--- src/rtl/shift_add_pkg.sv ---
package shift_add_pkg;

   // Selects how the W-bit accumulate adder is built.
   typedef enum int {
      ADD_INFER  = 0,
      ADD_RIPPLE = 1
   } adder_style_e;

endpackage

--- src/rtl/shift_add_adder.sv ---
module shift_add_adder #(
   parameter int                          W     = 32,
   parameter shift_add_pkg::adder_style_e STYLE = shift_add_pkg::ADD_RIPPLE
) (
   input  logic [W-1:0] a_i,
   input  logic [W-1:0] b_i,
   output logic [W-1:0] sum_o,
   output logic         cout_o
);

   generate
      if (W < 1) begin : g_bad_w
         $error("shift_add_adder: W must be at least 1");
      end

      if (STYLE == shift_add_pkg::ADD_RIPPLE) begin : g_ripple
         logic [W:0] carry;
         assign carry[0] = 1'b0;
         for (genvar i = 0; i < W; i++) begin : g_bit
            assign sum_o[i]   = a_i[i] ^ b_i[i] ^ carry[i];
            assign carry[i+1] = (a_i[i] & b_i[i]) | (a_i[i] & carry[i]) | (b_i[i] & carry[i]);
         end
         assign cout_o = carry[W];
      end else begin : g_infer
         logic [W:0] wide;
         assign wide   = {1'b0, a_i} + {1'b0, b_i};
         assign sum_o  = wide[W-1:0];
         assign cout_o = wide[W];
      end
   endgenerate

endmodule

--- src/rtl/shift_add_iter_cnt.sv ---
module shift_add_iter_cnt #(
   parameter int STEPS = 32,
   localparam int CW   = (STEPS > 1) ? $clog2(STEPS) : 1
) (
   input  logic clk,
   input  logic rst_n,
   input  logic clear_i,
   input  logic step_i,
   output logic last_o
);

   localparam logic [CW-1:0] LAST_VAL = CW'(STEPS - 1);

   logic [CW-1:0] cnt_q;

   generate
      if (STEPS < 2) begin : g_bad_steps
         $error("shift_add_iter_cnt: STEPS must be at least 2");
      end
   endgenerate

   always_ff @(posedge clk or negedge rst_n) begin
      if (!rst_n) begin
         cnt_q <= '0;
      end else if (clear_i) begin
         cnt_q <= '0;
      end else if (step_i) begin
         cnt_q <= cnt_q + 1'b1;
      end
   end

   assign last_o = step_i && (cnt_q == LAST_VAL);

endmodule

--- src/rtl/shift_add_mult.sv ---
module shift_add_mult #(
   parameter int                          W         = 32,
   parameter shift_add_pkg::adder_style_e ADD_STYLE = shift_add_pkg::ADD_RIPPLE
) (
   input  logic         clk,
   input  logic         rst_n,
   input  logic         start_i,
   input  logic [W-1:0] mcand_i,
   input  logic [W-1:0] mplier_i,
   output logic         busy_o,
   output logic         done_o,
   output logic [W-1:0] prod_hi_o,
   output logic [W-1:0] prod_lo_o
);

   localparam int PW = 2 * W;

   generate
      if (W < 2) begin : g_bad_w
         $error("shift_add_mult: W must be at least 2");
      end
   endgenerate

   logic [W-1:0]  mcand_q;
   logic [PW-1:0] prod_q;
   logic          busy_q;
   logic          done_q;

   logic          accept;
   logic          last_step;
   logic [W-1:0]  addend;
   logic [W-1:0]  upper_sum;
   logic          upper_cout;

   assign accept = start_i && !busy_q;
   assign addend = prod_q[0] ? mcand_q : '0;

   shift_add_adder #(
      .W     (W),
      .STYLE (ADD_STYLE)
   ) adder_i (
      .a_i    (prod_q[PW-1:W]),
      .b_i    (addend),
      .sum_o  (upper_sum),
      .cout_o (upper_cout)
   );

   shift_add_iter_cnt #(
      .STEPS (W)
   ) cnt_i (
      .clk     (clk),
      .rst_n   (rst_n),
      .clear_i (accept),
      .step_i  (busy_q),
      .last_o  (last_step)
   );

   always_ff @(posedge clk or negedge rst_n) begin
      if (!rst_n) begin
         mcand_q <= '0;
         prod_q  <= '0;
         busy_q  <= 1'b0;
         done_q  <= 1'b0;
      end else begin
         done_q <= 1'b0;
         if (accept) begin
            mcand_q <= mcand_i;
            prod_q  <= {{W{1'b0}}, mplier_i};
            busy_q  <= 1'b1;
         end else if (busy_q) begin
            prod_q <= {upper_cout, upper_sum, prod_q[W-1:1]};
            if (last_step) begin
               busy_q <= 1'b0;
               done_q <= 1'b1;
            end
         end
      end
   end

   assign busy_o    = busy_q;
   assign done_o    = done_q;
   assign prod_hi_o = prod_q[PW-1:W];
   assign prod_lo_o = prod_q[W-1:0];

endmodule

--- config.mk ---
export PLATFORM = sky130hd
export DESIGN_NAME = shift_add_mult
export DESIGN_NICKNAME = d
export VERILOG_FILES = /design/src/rtl/shift_add_pkg.sv /design/src/rtl/shift_add_adder.sv /design/src/rtl/shift_add_iter_cnt.sv /design/src/rtl/shift_add_mult.sv
export SDC_FILE = /design/constraint.sdc
export NUM_CORES = 1
export LEC_CHECK = 0
export ABC_AREA = 1
export BUFFER_PORTS_ARGS = -buffer_cell sky130_fd_sc_hd__buf_2
export CAP_MARGIN = 15
export CORE_MARGIN = 1.5
export CORE_UTILIZATION = 30
export DETAILED_ROUTE_END_ITERATION = 10
export PLACE_DENSITY = 0.49
export SYNTH_ARGS = -nofsm -noshare
export SYNTH_HDL_FRONTEND = slang
export SYNTH_SLANG_ARGS = --single-unit
--- constraint.sdc ---
create_clock -name clk -period 18.7 [get_ports clk]
set_clock_uncertainty 0.05 [all_clocks]
set_input_delay 2.805 -clock clk [delete_from_list [all_inputs] [get_ports clk]]
set_output_delay 2.805 -clock clk [all_outputs]
set_load 0.01 [all_outputs]
Word level (Yosys, flattened, before mapping)
Index checks and enable logic that the tools add are counted.

Flip-flop bits (word level): 103. Bits in latches: 0. Memory bits (writable): 0. ROM bits: 0. Bits of input ports: 67. Memories kept: 0.

Add/subtract/negate cells: 1. $mul: 0. Divide/modulo/power cells: 0. Order comparisons: 0. Equality and inequality tests: 1. Shifts and indexed selects: 0. Muxes and demuxes: 11. Bitwise logic cells: 219. Reductions and logical operators: 4.

Operator list (number): two-way mux 64 bit (2); bitwise AND 1 bit (94); XOR 1 bit (63); bitwise OR 1 bit (62); two-way mux 32 bit (1); two-way mux 5 bit (2); two-way mux 1 bit (6); adder 5 x 1 -> 5 bit (second input constant) (1); == test 5 bit (second input constant) (1); logical AND 1 bit (2); nonzero test 2 bit (1); zero test 1 bit (1).

Depth between registers and ports, before layout
Gate-level depths: netlist of run 1.

Word-level depth: 97. Mapped depth: 37. Gate-level depth less buffers: 36.

Modules after synthesis
Synthesis of run 1 repeated with hierarchy kept, for this count alone.

Cells, all modules: 590. Area total of the unflattened synthesis: 5131.2 um2.

By module, submodules not included: shift_add_mult (instances 1, cells each 521, area an instance 4219.0 um2); shift_add_adder (instances 1, cells each 37, area an instance 651.9 um2); shift_add_iter_cnt (instances 1, cells each 32, area an instance 260.2 um2).

Least setup slack after synthesis of run 1
Ideal clock, no wire load.

Path kind: register to register. Start: register prod_q[0]. End: register prod_q[62]. Arrival: 13522 ps. Required time: 18517 ps. Slack: 4996 ps. Stages on the path, launching flop included: 38. Path buffers: 1. Period minus slack after synthesis: 13704 ps. Path through: dfrtp_1 > clkbuf_1 > nand2_1 > inv_1 > ha_1 > fa_1 > fa_1 > inv_1 > fa_1 > fa_1 > fa_1 > fa_1 > fa_1 > fa_1 > fa_1 > fa_1 > fa_1 > fa_1 > (+2 left out) > fa_1 > fa_1 > fa_1 > fa_1 > fa_1 > fa_1 > fa_1 > fa_1 > fa_1 > fa_1 > fa_1 > fa_1 > fa_1 > fa_1 > fa_1 > fa_1 > fa_1 > o22ai_1.

Cells in the longest elaborated chain, start to end: 95. Elaborated cells between the ends (all ways): 156.

RTL lines: start: declaration (line shift_add_mult.sv:25) `logic [PW-1:0] prod_q;`; start signal: assignment (line shift_add_mult.sv:68) `prod_q <= {{W{1'b0}}, mplier_i};`; start signal: assignment (line shift_add_mult.sv:71) `prod_q <= {upper_cout, upper_sum, prod_q[W-1:1]};`; two-way mux 32 bit (*) (line shift_add_mult.sv:36) `assign addend = prod_q[0] ? mcand_q : '0;`; bitwise AND 1 bit (2 in series) (line shift_add_adder.sv:21) `assign carry[i+1] = (a_i[i] & b_i[i]) | (a_i[i] & carry[i]) | (b_i[i] & carry[i]);`; bitwise OR 1 bit (2 in series) (line shift_add_adder.sv:21); bitwise AND 1 bit (line shift_add_adder.sv:21); bitwise OR 1 bit (2 in series) (line shift_add_adder.sv:21); bitwise AND 1 bit (line shift_add_adder.sv:21); bitwise OR 1 bit (2 in series) (line shift_add_adder.sv:21); bitwise AND 1 bit (line shift_add_adder.sv:21); (+72 left out); bitwise OR 1 bit (2 in series) (line shift_add_adder.sv:21); bitwise AND 1 bit (line shift_add_adder.sv:21); bitwise OR 1 bit (2 in series) (line shift_add_adder.sv:21); bitwise AND 1 bit (line shift_add_adder.sv:21); bitwise OR 1 bit (2 in series) (line shift_add_adder.sv:21); XOR 1 bit (*) (line shift_add_adder.sv:20) `assign sum_o[i] = a_i[i] ^ b_i[i] ^ carry[i];`; two-way mux 64 bit (*) (line shift_add_mult.sv:70) `end else if (busy_q) begin`; two-way mux 64 bit (*) (line shift_add_mult.sv:66) `if (accept) begin`.

Mark *: on every way between the ends. The rest lies on a longest branch, timed or not. The select of a mux whose other input is x is not followed. A chain may end at the register's enable or synchronous reset.

Worst setup path after layout of run 1
Same ends and word-level chain as after synthesis.

==> results of run 1 <==
power groups by stage:
stage | combinational [mW] | sequential, mW | clock [mW]
6_report | 0.431 | 0.405 | 0.207
5_1_grt | 0.506 | 0.421 | 0.222
4_1_cts | 0.443 | 0.407 | 0.212
3_5_place_dp | 0.441 | 0.411 | 0
3_3_place_gp | 0.429 | 0.410 | 0
2_1_floorplan | 0.263 | 0.432 | 0
how the worst max path moves through the flow:
stage / cells past startpoint / from / endpoint / slack, ps
3_3_place_gp: 37 / prod_q[0] / prod_q[62] / 4470
4_1_cts: 37 / prod_q[0] / prod_q[62] / 4300
2_1_floorplan: 37 / prod_q[0] / prod_q[62] / 5000
5_1_grt: 37 / prod_q[0] / prod_q[62] / 3830
6_report: 37 / prod_q[0] / prod_q[62] / 4490
3_5_place_dp: 37 / prod_q[0] / prod_q[62] / 4330
registers in the layout, indices dropped and copies added, names as in the netlist:
register     flops
mcand_q         32
done_o           1
busy_o           1
cnt_i.cnt_q      5
prod_q          64
cell usage in the layout, fill, tap and decap left out, drive strengths merged:
cell and n:
nand2 248, buf 136, dfrtp 103, inv 40, nand3 33, fa 31, o22ai 29, clkbuf 13
nor2 4, ha 3, o21ai 2, a21oi 2, bufinv 2, clkinv 2
metrics by stage:
step	util [%]	std cells	worst slack (ps)	power, mW
floorplan	-	523	5000	0.696
global placement	35.8	848	4470	0.839
detailed placement	35.8	848	4330	0.852
CTS	37.9	864	4300	1.06
global route	37.9	864	3830	1.15
finish	37.9	864	4490	1.04
area by class of cell:
cell class,count,area share (%)
Clock buffer,13,4.34
Clock inverter,3,1.09
Inverter,41,2.57
Multi-Input combinational cell,352,33.0
Sequential cell,103,43.0
Tap cell,216,4.51
Timing Repair Buffer,136,11.6
cells by family (layout without fill, tap and decap cells):
family	count (synthesis)	count (layout)	synth area share (%)
adder cells (fa/ha/maj)	34	34	13.6
flip-flops	103	103	53.3
AO/OA/AOI/OAI	33	33	4.17
buffers and inverters	68	193	5.82
AND/OR/NAND/NOR	285	285	23.1
worst max-delay path: cells and delay by family, from the launching register on:
family,cells,cell delay [ps]
compound gates,1,80
simple gates,1,90
flops,1,320
buf+inv,3,460
fa+ha+maj,32,13030
per-layer routing:
layer  track usage, %  routed length (um)  up-vias  part of all wire [%]
met5                0                   0        -                     0
li1                 -                   -     1864                     -
met1             19.9                5310     1780                    47
met3             3.08                 682       12                   6.0
met2             22.4                5190      105                    46
met4             5.29                 170        0                   1.5
==> reports/metrics.yaml, run 1 <==
status: "complete, no violations"
crit_path_frequent_cell: "fa_1"
grt_max_degree: 71
die_h_um: 130
synth-seq-cells: 103
die_area_mm2: 0.0169
reg2reg_to: "prod_q[62]"
synth_flop_cell: "dfrtp_1"
worstPathRequired_ps: 18860
drc_errors: 0
fmax_ghz: 0.0704
internal-power_mw: 0.650
yosysMostFrequentCell: "nand2_1"
viasPerCell: 4.35
grt.overflow.total: 0
finalSetupTns_ps: 0
synth_nets: 624
drt-total-wl_um: 11400
cts.repair_timing.setup_buffer_count: 0
path_max_fanout: 34
seqPwrFrac_pct: 38.9
row_count: 46
grt_first_pass_wirelength_um: 18800
cp_slowest_stage_delay_ps: 510
design_area_mm2: 0.00600
clockRootBuffer: "clkbuf_16"
synth-edff-count: 0
avgSynthCellArea_um2: 9.24
worstSetupEndpointType: "flip-flop"
whs_endpoint: "mcand_q[29]"
fp.dieW_um: 130
synth.area.top_cells: "dfrtp_1, nand2_1, fa_1"
cts_buffers: 9
p_leak_nw: 3.03
hp-class: "reg -> reg"
reg2reg_slack_ps: 4490
postRouteAntennaNets: 0
p_per_area_mw_per_mm2: 174
cts_max_level: 3
worstMarginPinSlew_ps: 1110
p_sw_mw: 0.393
grt_use_total_pct: 14.4
syn_area_mm2: 0.00483
maxCapViolations: 0
ff2ff_path_depth: 37
pin_count: 133
syn_inst: 523
vdd_drop_max_mv: 0.0499
start_kind: "flip-flop"
num_vias: 3761
whs_ps: 427
clk_latency_ps: 350
nets: 744
fillers: 1678
rsz0062_at_grt: "no"
crit_type: "reg -> reg"
drive_above_1_share_pct: 24.1
first_global_vias: 3742
cts.sinks: 103
period_share_pct: 76.0
core_region_area_mm2: 0.0158
n_antenna_cell: 0
yosysSeqAreaShare_pct: 53.3
max_slew_margin_pct: 26.1
dp_hpwl_um: 7780
period_minus_slack_ps: 14210
cts_resized: 0
multi_input_area_mm2: 0.00198
hold_viol: 0
r2r-start: "prod_q[0]"
min_from: "mcand_q[29]"
cp_slowest_cell: "fa_1"
grt_antenna_before_repair: 0
place_congestion: 0.741
ys_types: 17
routedWlPerCell_um: 13.1
clkPwrFrac_pct: 19.8
yosys.area.top_type: "dfrtp_1"
path_clk_slew_ps: 70
area_growth_pct: 24.0
crit_arrival_ps: 14370
yosysWarnings: 0
synth_top_area_share_pct: 53.3
initial_utilization_pct: 30.5
combPwrFrac_pct: 41.3
cts_tree: "built"
register_area_mm2: 0.00258
synth_commonest_cells: "nand2_1, dfrtp_1, inv_1"
drt-initial-drc-count: 125
async_reset_ff_share_pct: 100
timing.final.max_slew_violations: 0
cts_hold_buf: 0
port-buffer-count: 132
hold_depth: 2
p_sw_share_pct: 37.7
setup_violations: 0
first_pass_iters: 4
dpl_cell_area_mm2: 0.00567
clockBufferDepth: 2
No activity file was read; power rests on OpenSTA's default activity.
==> run 2: changes to the inputs <==
==> constraint.sdc (replaced) <==
create_clock -name clk -period 14.2 [get_ports clk]
set_clock_uncertainty 0.05 [all_clocks]
set_input_delay 2.13 -clock clk [delete_from_list [all_inputs] [get_ports clk]]
set_output_delay 2.13 -clock clk [all_outputs]
set_load 0.01 [all_outputs]
==> run 2 against run 1 <==
  * Worst hold slack better by 2.1 ps
  * Design area about the same
  * Routed wire length up 0.52%
  * Largest power group unchanged
==> reports/metrics.yaml, run 2 (synthesized netlist as in run 1, its figures left out) <==
status: "complete, no violations"
period_minus_slack_ps: 13630
die_h_um: 130
grt_first_pass_wirelength_um: 18600
pin_count: 133
crit_arrival_ps: 13790
grt_use_total_pct: 14.3
start_kind: "flip-flop"
cts_buffers: 9
cts.repair_timing.setup_buffer_count: 0
postRouteAntennaNets: 0
timing.final.ws_setup_ps: 566
drt-initial-drc-count: 138
finish.utilization_pct: 37.9
period_share_pct: 96.0
first_pass_iters: 4
drive_above_1_share_pct: 25.4
maxCapViolations: 0
crit_path_frequent_cell: "fa_1"
area_growth_pct: 24.0
cp_slowest_stage_delay_ps: 520
drt-total-wl_um: 11400
die_area_mm2: 0.0169
vdd_drop_max_mv: 0.0871
path_max_fanout: 4
whs_ps: 429
power_mw: 1.35
first_global_vias: 3742
max_slew_margin_pct: 50.8
dp_hpwl_um: 7750
worstMarginPinSlew_ps: 738
largestRegisters: "prod_q (64), mcand_q (32), cnt_i.cnt_q (5)"
largest_reg_flops: 64
dp_slack_ps: 212
setup_violations: 0
path_clk_slew_ps: 70
routedWlPerCell_um: 13.2
timing.final.max_slew_violations: 0
cts_hold_buf: 0
clk_latency_ps: 350
cts_tree: "built"
hold_viol: 0
grt_antenna_before_repair: 2
grt.overflow.total: 0
row_count: 46
register_area_mm2: 0.00258
worstPathRequired_ps: 14360
drc_errors: 0
num_vias: 3799
place_congestion: 0.732
worstSetupEndpointType: "flip-flop"
max_flop_register: "prod_q"
layout_common_cells: "nand2_1, buf_2, dfrtp_1"
hp-class: "reg -> reg"
clockRootBuffer: "clkbuf_16"
p_per_area_mw_per_mm2: 225
cp_slowest_cell: "fa_1"
fillers: 1648
fmax_ghz: 0.0733
core_region_area_mm2: 0.0158
nets: 746
final_common_cell: "nand2_1"
initial_utilization_pct: 30.5
finalSetupTns_ps: 0
clockBufferDepth: 2
p_leak_nw: 3.03
grt_max_degree: 65
viasPerCell: 4.38
cts_max_level: 3
crit_type: "reg -> reg"
rsz0062_at_grt: "no"
cts.sinks: 103
multi_input_area_mm2: 0.00199
fp.dieW_um: 130
port-buffer-count: 132
run 2: cell count changes in the layout (fill, tap and decap cells not counted):
cell / delta
clkinv_2: +2
clkbuf_1: -2
inv_6: +1
bufinv_16: -2
diode_2: +1
buf_12: +1
fa_1: -5
fa_2: +5
buf_4: +1
clkinvlp_4: +1
run 2: per-stage QoR:
| step | cell area [um2] | cells |
|---|---|---|
| floorplan | 4830 | 523 |
| global route | 5990 | 866 |
| detailed placement | 5680 | 849 |
| finish | 6000 | 867 |
| global placement | 5680 | 849 |
| CTS | 5960 | 865 |
run 2: critical path: cells and delay by family, from the launching register on:
kind,cells,cell delay (ps)
buf+inv,2,110
fa+ha+maj,32,12810
flops,1,390
compound gates,1,80
simple gates,1,60
run 2: final timing paths:
| check | end | from | depth (start not counted) | slack [ps] |
|---|---|---|---|---|
| worst max-delay path | prod_q[62] | prod_q[0] | 36 | 570 |
| worst min-delay path | mcand_q[8] | mcand_q[8] | 2 | 430 |
| worst max register to register | prod_q[62] | prod_q[0] | 36 | 570 |
| worst min register to register | mcand_q[8] | mcand_q[8] | 2 | 430 |
| max in group asynchronous | prod_q[43] | rst_n | 2 | 11200 |
| min in group asynchronous | prod_q[8] | rst_n | 1 | 1790 |
run 2: layout make-up:
class / count / share of cell area, %
Sequential cell: 103 / 43.0
Antenna cell: 1 / 0.0417
Multi-Input combinational cell: 352 / 33.2
Tap cell: 216 / 4.51
Inverter: 41 / 2.57
Timing Repair Buffer: 138 / 12.0
Clock buffer: 11 / 4.21
Clock inverter: 5 / 0.522
run 2: power by group:
group          switching, mW  leakage (nW)  internal, mW
combinational          0.323          1.62         0.252
clock                  0.111         0.142         0.128
sequential            0.0893          1.26         0.445
run 2: routing by layer:
metal | share of wire, % | wire [um] | up-vias | global-route usage [%]
met4 | 1.3 | 149 | 2 | 4.31
met3 | 6.3 | 721 | 15 | 4.22
li1 | - | - | 1870 | -
met5 | 0.079 | 9 | - | 0
met1 | 47 | 5320 | 1807 | 18.8
met2 | 46 | 5220 | 105 | 22.8
run 2: timing repair:
| item | in CTS | in global routing |
|---|---|---|
| setup endpoints to repair | 0 | 2 |
| endpoints found under the hold margin | 0 | 0 |
| resized for setup | 0 | 5 |
==> run 3: changes to the inputs <==
--- a/config.mk
+++ b/config.mk
@@ -9,9 +9,9 @@
 export BUFFER_PORTS_ARGS = -buffer_cell sky130_fd_sc_hd__buf_2
 export CAP_MARGIN = 15
 export CORE_MARGIN = 1.5
-export CORE_UTILIZATION = 30
+export CORE_UTILIZATION = 52
 export DETAILED_ROUTE_END_ITERATION = 10
-export PLACE_DENSITY = 0.49
+export PLACE_DENSITY = 0.77
 export SYNTH_ARGS = -nofsm -noshare
 export SYNTH_HDL_FRONTEND = slang
 export SYNTH_SLANG_ARGS = --single-unit
==> run 3 against run 2 <==
  * Cell count is 13% lower
  * Largest power group unchanged
  * Non-clock buffer count is 2 lower
  * Utilization is 25 points higher
  * Maximum frequency hardly changed
  * Register-to-register slack hardly changed
  * Critical endpoint unchanged
  * Critical path depth stayed put
  * Via count is 0.68% higher
  * Global-route usage is 7.4 points higher
  * Clock power is 26% lower
  * Sequential power hardly changed
==> reports/metrics.yaml, run 3 (synthesized netlist as in run 1, its figures left out) <==
clockRootBuffer: "clkbuf_8"
routedWlPerCell_um: 13.2
cts_hold_buf: 0
fp.dieW_um: 99.4
viasPerCell: 5.05
largest_reg_flops: 64
n_antenna_cell: 0
cp_slowest_stage_delay_ps: 510
num_vias: 3825
clockBufferDepth: 2
drt-total-wl_um: 10000
first_pass_iters: 4
max_flop_register: "prod_q"
layout_common_cells: "nand2_1, buf_2, dfrtp_1"
core_region_area_mm2: 0.00911
area_growth_pct: 18.8
hold_viol: 0
stdcell_count: 758
vdd_drop_max_mv: 0.0940
place_inst: 743
whs_ps: 435
grt_use_total_pct: 21.6
setup_violations: 0
initial_utilization_pct: 53.1
finalSetupTns_ps: 0
period_minus_slack_ps: 13620
maxCapViolations: 0
nets: 744
row_count: 35
power_mw: 1.28
die_area_mm2: 0.00988
drc_errors: 0
start_kind: "flip-flop"
cts_tree: "built"
hp-class: "reg -> reg"
grt_max_degree: 65
path_max_fanout: 3
port-buffer-count: 132
grt_antenna_before_repair: 0
p_leak_nw: 2.96
postRouteAntennaNets: 0
path_clk_slew_ps: 90
place_congestion: 0.823
rsz0062_at_grt: "no"
cts_buffers: 9
fmax_ghz: 0.0734
clk_latency_ps: 360
final_common_cell: "nand2_1"
crit_path_frequent_cell: "fa_1"
grt_first_pass_wirelength_um: 17000
crit_type: "reg -> reg"
worstSetupEndpointType: "flip-flop"
cp_slowest_cell: "fa_1"
first_global_vias: 3721
pin_count: 133
drt-initial-drc-count: 138
cts_max_level: 3
worstPathRequired_ps: 14360
die_h_um: 99.4
period_share_pct: 95.9
cts.repair_timing.setup_buffer_count: 0
finish.utilization_pct: 63.1
worstMarginPinSlew_ps: 1040
p_per_area_mw_per_mm2: 224
cts.sinks: 103
timing.final.max_slew_violations: 0
grt.overflow.total: 0
drive_above_1_share_pct: 25.0
largestRegisters: "prod_q (64), mcand_q (32), cnt_i.cnt_q (5)"
crit_arrival_ps: 13780
status: "complete, no violations"
max_slew_margin_pct: 30.6
dp_hpwl_um: 7030
run 3: cell count changes in the layout (fill, tap and decap cells not counted), moves of 2 or more:
cell / before / now
buf_4: 6 / 4
clkbuf_16: 9 / 0
clkbuf_8: 2 / 9
clkinv_2: 3 / 1
run 3: worst paths after layout:
check                       startpoint        endpoint  slack [ps]  depth (start not counted)
setup / recovery             prod_q[0]      prod_q[62]         580                         36
min in group asynchronous        rst_n  cnt_i.cnt_q[4]        1710                          1
hold reg to reg            mcand_q[29]     mcand_q[29]         430                          2
max in group asynchronous        rst_n     mcand_q[16]       11260                          2
setup reg to reg             prod_q[0]      prod_q[62]         580                         36
hold / removal             mcand_q[29]     mcand_q[29]         430                          2
run 3: timing repair:
item,in CTS,in global routing
hold endpoints to repair,0,0
endpoints found under the setup margin,0,2
resized for setup,0,7
run 3: metal layers:
layer  GRT usage, %  vias up  wire length, um
met3           4.22       13              568
met5              0        -                0
met4           6.07        0              148
met1           30.2     1829             4540
met2           35.2      123             4760
li1               -     1860                -
run 3: report_power, final:
group	internal (mW)	total, mW	switching (mW)	leakage [nW]
Clock	0.0810	0.178	0.0966	0.0888
Sequential	0.444	0.537	0.0928	1.26
Combinational	0.251	0.570	0.319	1.61
Total	0.777	1.28	0.508	2.96
run 3: cell type report:
| type | count | area [um2] |
|---|---|---|
| Sequential cell | 103 | 2580 |
| Fill cell | 791 | 3360 |
| Clock buffer | 10 | 128 |
| Multi-Input combinational cell | 352 | 1990 |
| Clock inverter | 5 | 58.8 |
| Inverter | 41 | 154 |
| Timing Repair Buffer | 136 | 697 |
| Tap cell | 111 | 139 |
run 3: through the flow:
stage / area, um2 / worst slack, ps
2_1_floorplan: 4830 / 496
3_3_place_gp: 5540 / 397
3_5_place_dp: 5540 / 282
4_1_cts: 5730 / 222
5_1_grt: 5740 / 48.5
6_report: 5740 / 576
run 3: worst max-delay path, delay by kind of cell, from the launching register on:
kind | cells | cell delay, ps
flip-flops | 1 | 390
adder cells (fa/ha/maj) | 32 | 12780
AO/OA/AOI/OAI | 1 | 90
AND/OR/NAND/NOR | 1 | 60
buffers and inverters | 2 | 100
